===== config.mk =====
export PLATFORM = sky130hd
export DESIGN_NAME = adcfg_ctrl
export DESIGN_NICKNAME = d
export VERILOG_FILES = /design/src/rtl/adcfg_pkg.sv /design/src/rtl/adcfg_wgate.sv /design/src/rtl/adcfg_reg.sv /design/src/rtl/adcfg_touch_dec.sv /design/src/rtl/adcfg_ready_tmr.sv /design/src/rtl/adcfg_ctrl.sv
export SDC_FILE = /design/constraint.sdc
export NUM_CORES = 1
export LEC_CHECK = 0
export ABC_AREA = 1
export BUFFER_PORTS_ARGS = -buffer_cell sky130_fd_sc_hd__buf_2
export CAP_MARGIN = 20
export CORE_ASPECT_RATIO = 1.25
export CORE_MARGIN = 3
export CORE_UTILIZATION = 30
export DETAILED_ROUTE_END_ITERATION = 6
export GPL_TIMING_DRIVEN = 0
export SYNTH_ARGS = -nofsm -noshare
export SYNTH_HDL_FRONTEND = slang
export SYNTH_SLANG_ARGS = --single-unit

===== constraint.sdc =====
create_clock -name clk -period 1.28 [get_ports clk]
set_clock_uncertainty 0.05 [all_clocks]
set_input_delay 0.192 -clock clk [delete_from_list [all_inputs] [get_ports clk]]
set_output_delay 0.192 -clock clk [all_outputs]
set_load 0.02 [all_outputs]

===== src/rtl/adcfg_pkg.sv =====
package adcfg_pkg;
  typedef enum logic [1:0] {
    DRV_OFF = 2'd0,
    DRV_HI  = 2'd1,
    DRV_LO  = 2'd2,
    DRV_PU  = 2'd3
  } drv_e;

  localparam int CH_W  = 3;
  localparam int TCH_W = 3;

  typedef struct packed {
    logic [TCH_W-1:0] touch;
    logic [CH_W-1:0]  chan;
    logic             diff;
    logic             ext;
    logic             en;
  } cfg_t;

  localparam int CFG_BITS = $bits(cfg_t);

  typedef struct packed {
    drv_e xp;
    drv_e yp;
    drv_e xn;
    drv_e yn;
  } line_drv_t;

  localparam logic [TCH_W-1:0] TCH_NONE = 3'b000;
  localparam logic [TCH_W-1:0] TCH_PRE  = 3'b001;
  localparam logic [TCH_W-1:0] TCH_X    = 3'b010;
  localparam logic [TCH_W-1:0] TCH_Y    = 3'b011;
  localparam logic [TCH_W-1:0] TCH_Z    = 3'b100;
  localparam logic [TCH_W-1:0] TCH_PEN  = 3'b101;
endpackage


===== src/rtl/adcfg_wgate.sv =====
module adcfg_wgate #(
  parameter int ADDR_W   = 8,
  parameter int WIN_BASE = 64,
  parameter int WIN_SIZE = 8,
  parameter int CFG_ADDR = 64,
  parameter int AUX_ADDR = 65
) (
  input  logic              clk,
  input  logic              rst_n,
  input  logic              cpu_we,
  input  logic              cpu_re,
  input  logic [ADDR_W-1:0] cpu_addr,
  input  logic              clk_en,
  output logic              cfg_we,
  output logic              cfg_re,
  output logic              oth_we,
  output logic              lock_err
);
  localparam logic [ADDR_W:0]   WIN_LO = (ADDR_W+1)'(WIN_BASE);
  localparam logic [ADDR_W:0]   WIN_HI = (ADDR_W+1)'(WIN_BASE + WIN_SIZE);
  localparam logic [ADDR_W-1:0] A_CFG  = ADDR_W'(CFG_ADDR);
  localparam logic [ADDR_W-1:0] A_AUX  = ADDR_W'(AUX_ADDR);

  logic in_win, is_cfg, is_aux, blocked;
  logic lock_d, lock_q;

  always_comb begin
    in_win  = ({1'b0, cpu_addr} >= WIN_LO) && ({1'b0, cpu_addr} < WIN_HI);
    is_cfg  = (cpu_addr == A_CFG);
    is_aux  = (cpu_addr == A_AUX);
    blocked = cpu_we && in_win && !is_cfg && !is_aux && !clk_en;
    cfg_we  = cpu_we && is_cfg;
    cfg_re  = cpu_re && is_cfg;
    oth_we  = cpu_we && in_win && !is_cfg && !blocked;
    lock_d  = blocked;
  end

  always_ff @(posedge clk or negedge rst_n) begin
    if (!rst_n) lock_q <= 1'b0;
    else        lock_q <= lock_d;
  end

  assign lock_err = lock_q;
endmodule


===== src/rtl/adcfg_reg.sv =====
module adcfg_reg
  import adcfg_pkg::*;
#(
  parameter int DATA_W = 16
) (
  input  logic              clk,
  input  logic              rst_n,
  input  logic              cfg_we,
  input  logic              cfg_re,
  input  logic [CFG_BITS-1:0] wdata,
  input  logic              pen_stat,
  output cfg_t              cfg,
  output logic [DATA_W-1:0] rdata,
  output logic              flush
);
  cfg_t              cfg_d, cfg_q;
  logic [DATA_W-1:0] rdata_d, rdata_q;
  logic              flush_d, flush_q;

  always_comb begin
    cfg_d = cfg_q;
    if (cfg_we) cfg_d = cfg_t'(wdata);
    flush_d = cfg_q.en && !cfg_d.en;
    rdata_d = '0;
    if (cfg_re) begin
      rdata_d[CFG_BITS-1:0] = cfg_q;
      rdata_d[DATA_W-1]     = pen_stat;
    end
  end

  always_ff @(posedge clk or negedge rst_n) begin
    if (!rst_n) begin
      cfg_q   <= '0;
      rdata_q <= '0;
      flush_q <= 1'b0;
    end else begin
      cfg_q   <= cfg_d;
      rdata_q <= rdata_d;
      flush_q <= flush_d;
    end
  end

  assign cfg   = cfg_q;
  assign rdata = rdata_q;
  assign flush = flush_q;
endmodule


===== src/rtl/adcfg_touch_dec.sv =====
module adcfg_touch_dec
  import adcfg_pkg::*;
(
  input  logic [TCH_W-1:0] mode,
  output line_drv_t        drv,
  output logic             pen_en
);
  always_comb begin
    drv    = '{xp: DRV_OFF, yp: DRV_OFF, xn: DRV_OFF, yn: DRV_OFF};
    pen_en = 1'b0;
    case (mode)
      TCH_PRE: begin
        drv.xn = DRV_LO;
        drv.yn = DRV_LO;
      end
      TCH_X: begin
        drv.xp = DRV_HI;
        drv.xn = DRV_LO;
      end
      TCH_Y: begin
        drv.yp = DRV_HI;
        drv.yn = DRV_LO;
      end
      TCH_Z: begin
        drv.yp = DRV_HI;
        drv.xn = DRV_LO;
      end
      TCH_PEN: begin
        drv.xp = DRV_PU;
        drv.yn = DRV_LO;
        pen_en = 1'b1;
      end
      default: ;
    endcase
  end
endmodule


===== src/rtl/adcfg_ready_tmr.sv =====
module adcfg_ready_tmr #(
  parameter int READY_CYC = 50
) (
  input  logic clk,
  input  logic rst_n,
  input  logic en,
  output logic ready
);
  localparam int CW = $clog2(READY_CYC + 1);
  localparam logic [CW-1:0] LIMIT = CW'(READY_CYC);

  logic [CW-1:0] cnt_d, cnt_q;
  logic          cnt_ce;

  always_comb begin
    cnt_ce = en && (cnt_q != LIMIT);
    cnt_d  = cnt_q;
    if (!en)        cnt_d = '0;
    else if (cnt_ce) cnt_d = cnt_q + 1'b1;
  end

  always_ff @(posedge clk or negedge rst_n) begin
    if (!rst_n) cnt_q <= '0;
    else        cnt_q <= cnt_d;
  end

  assign ready = en && (cnt_q == LIMIT);
endmodule


===== src/rtl/adcfg_ctrl.sv =====
module adcfg_ctrl
  import adcfg_pkg::*;
#(
  parameter int ADDR_W    = 8,
  parameter int DATA_W    = 16,
  parameter int WIN_BASE  = 64,
  parameter int WIN_SIZE  = 8,
  parameter int CFG_ADDR  = 64,
  parameter int AUX_ADDR  = 65,
  parameter int READY_CYC = 50
) (
  input  logic              clk,
  input  logic              rst_n,
  input  logic              cpu_we,
  input  logic              cpu_re,
  input  logic [ADDR_W-1:0] cpu_addr,
  input  logic [DATA_W-1:0] cpu_wdata,
  output logic [DATA_W-1:0] cpu_rdata,
  output logic              oth_we,
  output logic              lock_err,
  output logic              adc_clk_en,
  output logic              adc_pwrdn,
  output logic              adc_ready,
  output logic              seq_flush,
  output logic              ext_sel,
  output logic [2:0]        ch_pos,
  output logic [2:0]        ch_neg,
  output logic              neg_en,
  output logic [1:0]        drv_xp,
  output logic [1:0]        drv_yp,
  output logic [1:0]        drv_xn,
  output logic [1:0]        drv_yn,
  output logic              pen_det_en,
  input  logic              pen_in,
  input  logic              conv_done,
  output logic              wake
);
  cfg_t      cfg;
  line_drv_t drv;
  logic      cfg_we, cfg_re, pen_en, pen_stat;

  adcfg_wgate #(
    .ADDR_W(ADDR_W), .WIN_BASE(WIN_BASE), .WIN_SIZE(WIN_SIZE),
    .CFG_ADDR(CFG_ADDR), .AUX_ADDR(AUX_ADDR)
  ) u_wgate (
    .clk(clk), .rst_n(rst_n), .cpu_we(cpu_we), .cpu_re(cpu_re),
    .cpu_addr(cpu_addr), .clk_en(cfg.en), .cfg_we(cfg_we),
    .cfg_re(cfg_re), .oth_we(oth_we), .lock_err(lock_err)
  );

  adcfg_reg #(.DATA_W(DATA_W)) u_reg (
    .clk(clk), .rst_n(rst_n), .cfg_we(cfg_we), .cfg_re(cfg_re),
    .wdata(cpu_wdata[CFG_BITS-1:0]), .pen_stat(pen_stat),
    .cfg(cfg), .rdata(cpu_rdata), .flush(seq_flush)
  );

  adcfg_touch_dec u_touch (.mode(cfg.touch), .drv(drv), .pen_en(pen_en));

  adcfg_ready_tmr #(.READY_CYC(READY_CYC)) u_rdy (
    .clk(clk), .rst_n(rst_n), .en(cfg.en), .ready(adc_ready)
  );

  always_comb begin
    adc_clk_en = cfg.en;
    adc_pwrdn  = !cfg.en;
    ext_sel    = cfg.ext;
    neg_en     = cfg.diff;
    ch_pos     = cfg.chan;
    ch_neg     = cfg.diff ? (cfg.chan ^ 3'd1) : 3'd0;
    drv_xp     = drv.xp;
    drv_yp     = drv.yp;
    drv_xn     = drv.xn;
    drv_yn     = drv.yn;
    pen_det_en = pen_en;
    pen_stat   = pen_in && pen_en;
    wake       = conv_done || pen_stat;
  end
endmodule


==> summary.txt <==
starting density of the core - 31.4%
H-tree Lvls - 1
CP Capture Type - output pin
CTS tree - built
reg2reg end - u_rdy.cnt_q[1]
hold slack - 0.0974 ns
RR Startpoint - u_rdy.cnt_q[0]
first-pass GRT wire length - 5460 µm
FILL cells - 419
GP Congestion - 0.726
Routed WL - 3310 µm
cell count of the worst hold path - 3
Avg Synthesized Cell Area - 8.73 µm²
Hold EP - u_reg.cfg[3]
DRT iter0 DRCs - 49
vias in the first global route - 1,279
share of layout cells above drive strength 1 - 56.5%
Seq cells post-synth - 27
Reg2Reg Setup Slack - -0.05 ns
unique cell type count in the Yosys netlist - 25
RSZ-0062 raised after global routing - yes
Ports - 70
clk root buf - clkbuf_8
largest net degree at the start of global routing - 28
core area - 4430 µm²
slowest CP cell - dfrtp_1
pre-CTS setup slack - -0.146 ns
Rows - 27
Achievable Freq - 652 MHz
Antenna Violating Nets Remaining - 0
CTS Sinks - 27
Wirelength per Cell - 10.8 µm
critical path arrival - 1.29 ns
port bufs - 53
CTS buffer count - 3
Pwr Total - 1.70 mW
grt total ovfl - 0
HP Class - in2reg
n_diodes - 0
Final Hold Fails - 0
setup ws final - -0.254 ns
Nets - 281
CP delay by family, top - flip-flops
max-cap violations - 0
Crit Path Category - reg2out
sequential area share after synthesis - 48.6%
Worst slew margin - 61.7%
Via density - 4.17
leakage - 1.20 nW
Setup-failing EPs final - 11
critical path required time - 1.04 ns
CP startpoint kind - register
worst stage delay on the critical path - 0.41 ns
worst-case clock buffer depth - 2
Die X - 66.9 µm
clock latency on the worst-skew pair - 0.26 ns
maximum vdd drop - 0.404 mV
cell area after technology mapping - 1390 µm²
initial antenna violation count - 0
crit-path max FO - 2
Detailed Routing Iterations Pass 1 - 4
critical path buffer and inverter count - 2
Final min period - 1.53 ns
pwr dens - 761 nW/µm²
Mapped Cells - 159
Vias - 1,275
total die area - 5490 µm²
worst-path cell chain - inv_2 -> ha_4 -> nand4_1 -> nor2_2 -> buf_6
DR DRC count - 0
critical path depth in cells - 5
failing checks - setup timing
Area Growth Syn to Fin - 61.1%
Worst Tran Pin Value - 0.575 ns
hpwl dp - 2250 µm
YS warnings - 0
Hold Startpoint - cpu_wdata[3]
Worst-path clk slew - 0.09 ns
DIE HEIGHT - 82.1 µm
Global Route Usage Sum - 12.9%
Final period util - 120%
status - finished, violations left
Slew Viols, Final - 0
Worst R2R Path Depth - 8
layout by cell type, fill, tap and decap left out:
cell and n:
buf_2 41, buf_4 27, nand2_1 26, dfrtp_1 23, buf_6 21, inv_1 15
nand3_1 12, nor2_1 11, nor2_2 10, conb_1 9, nand2_2 6, nor2_4 5
dfrtp_2 4, inv_2 3, nand2_4 3, nand3_2 3, nand3_4 3, clkbuf_8 3
inv_4 2, nand4_1 2, xnor2_1 2, xor2_1 2, nor2_8 1, nand2_8 1
clkinv_4 1, o21ai_2 1, o211ai_1 1, nor3_1 1, clkbuf_1 1, nand4_2 1
a21oi_2 1, nor3_2 1, nand3b_1 1, ha_4 1, ha_1 1, clkinv_2 1
dlygate4sd3_1 1
synth_stat cells:
cell type	count	area, µm²
nand2_8	1	20.0
nand3_1	16	80.1
ha_1	2	25.0
o21ai_0	1	5.00
inv_2	1	3.75
nor2_1	15	56.3
conb_1	1	3.75
nor3_1	2	10.0
nor2_8	1	20.0
dfrtp_1	27	676
nand2_1	34	128
nand2_4	1	11.3
nor2_2	10	62.6
a21oi_1	1	5.00
o211ai_1	1	7.51
clkbuf_1	1	3.75
xor2_1	2	17.5
inv_1	20	75.1
nand3b_1	1	7.51
nand4_2	1	12.5
buf_4	13	97.6
nand4_1	2	12.5
nand3_2	2	20.0
xnor2_1	2	17.5
nor2_4	1	11.3
per-layer routing:
metal  GRT usage (%)  vias to the layer above  part of all wire [%]
met5               0                        -                     0
met1            14.7                      595                    39
met3            1.78                        2                   5.0
met2            24.3                       30                    55
met4            4.26                        0                   1.1
li1                -                      648                     -
stage by stage:
stage,cells,setup TNS [ns],cell area (µm²),utilization [%]
finish,306,-1.43,2240,50.6
global route,306,-2.35,2240,50.6
CTS,305,-1.81,2110,47.6
detailed placement,278,-0.202,1770,39.9
global placement,278,-0.173,1770,39.9
floorplan,167,-0.115,1430,-
timing repair:
action | 4_1_cts | 5_1_grt
endpoints found under the hold margin | 27 | 0
resized for setup | 42 | 36
setup buffers | 22 | 10
pin swaps | 5 | 15
endpoints found under the setup margin | 11 | 17
cloned | 0 | 0
hold buffers | 1 | 0
cell type report:
| type | instances | area (µm²) | area share (%) |
|---|---|---|---|
| inverter | 21 | 88.8 | 3.97 |
| clock inverter | 1 | 5.00 | 0.224 |
| multi-input combinational | 105 | 691 | 30.9 |
| buffer | 13 | 97.6 | 4.36 |
| timing repair buffer | 78 | 561 | 25.1 |
| sequential | 27 | 681 | 30.4 |
| tap | 58 | 72.6 | 3.24 |
| clock buffer | 3 | 41.3 | 1.85 |
cells by family (layout without fill, tap and decap cells):
group / Yosys count / in the layout / synth area share, %
simple gates: 87 / 87 / 32.5
other cells: 1 / 9 / 0.270
buf+inv: 35 / 116 / 13.0
fa+ha+maj: 2 / 2 / 1.80
xor+xnor: 4 / 4 / 2.52
flops: 27 / 27 / 48.6
compound gates: 3 / 3 / 1.26
report_power, final:
| group | leakage [nW] | internal, mW | switching (mW) |
|---|---|---|---|
| clock network | 0.0255 | 0.217 | 0.255 |
| logic | 0.805 | 0.154 | 0.185 |
| registers | 0.369 | 0.869 | 0.0211 |
| total | 1.20 | 1.24 | 0.461 |
state kept, by name (all words and copies together) (netlist names):
name / count
u_rdy.cnt_q: 6
u_reg.cfg: 9
u_reg.flush: 1
u_reg.rdata: 10
u_wgate.lock_err: 1
worst reg2reg max path, cell delays in order (launching register included):
cell     delay (ns)
dfrtp_1        0.41
inv_2          0.09
ha_4           0.12
nand4_1        0.11
nor2_2         0.16
buf_4          0.14
buf_6          0.09
nand2_1        0.04
nand2_1        0.06
worst max path at each step:
stage,to,from,slack (ns)
after global routing,adc_ready,u_rdy.cnt_q[0],-0.36
final,adc_ready,u_rdy.cnt_q[0],-0.25
after detailed placement,adc_ready,u_rdy.cnt_q[0],-0.15
after floorplan,wake,u_reg.cfg[7],-0.08
after global placement,adc_ready,u_rdy.cnt_q[0],-0.14
after CTS,adc_ready,u_rdy.cnt_q[0],-0.27
(Power assumes the default switching activity.)
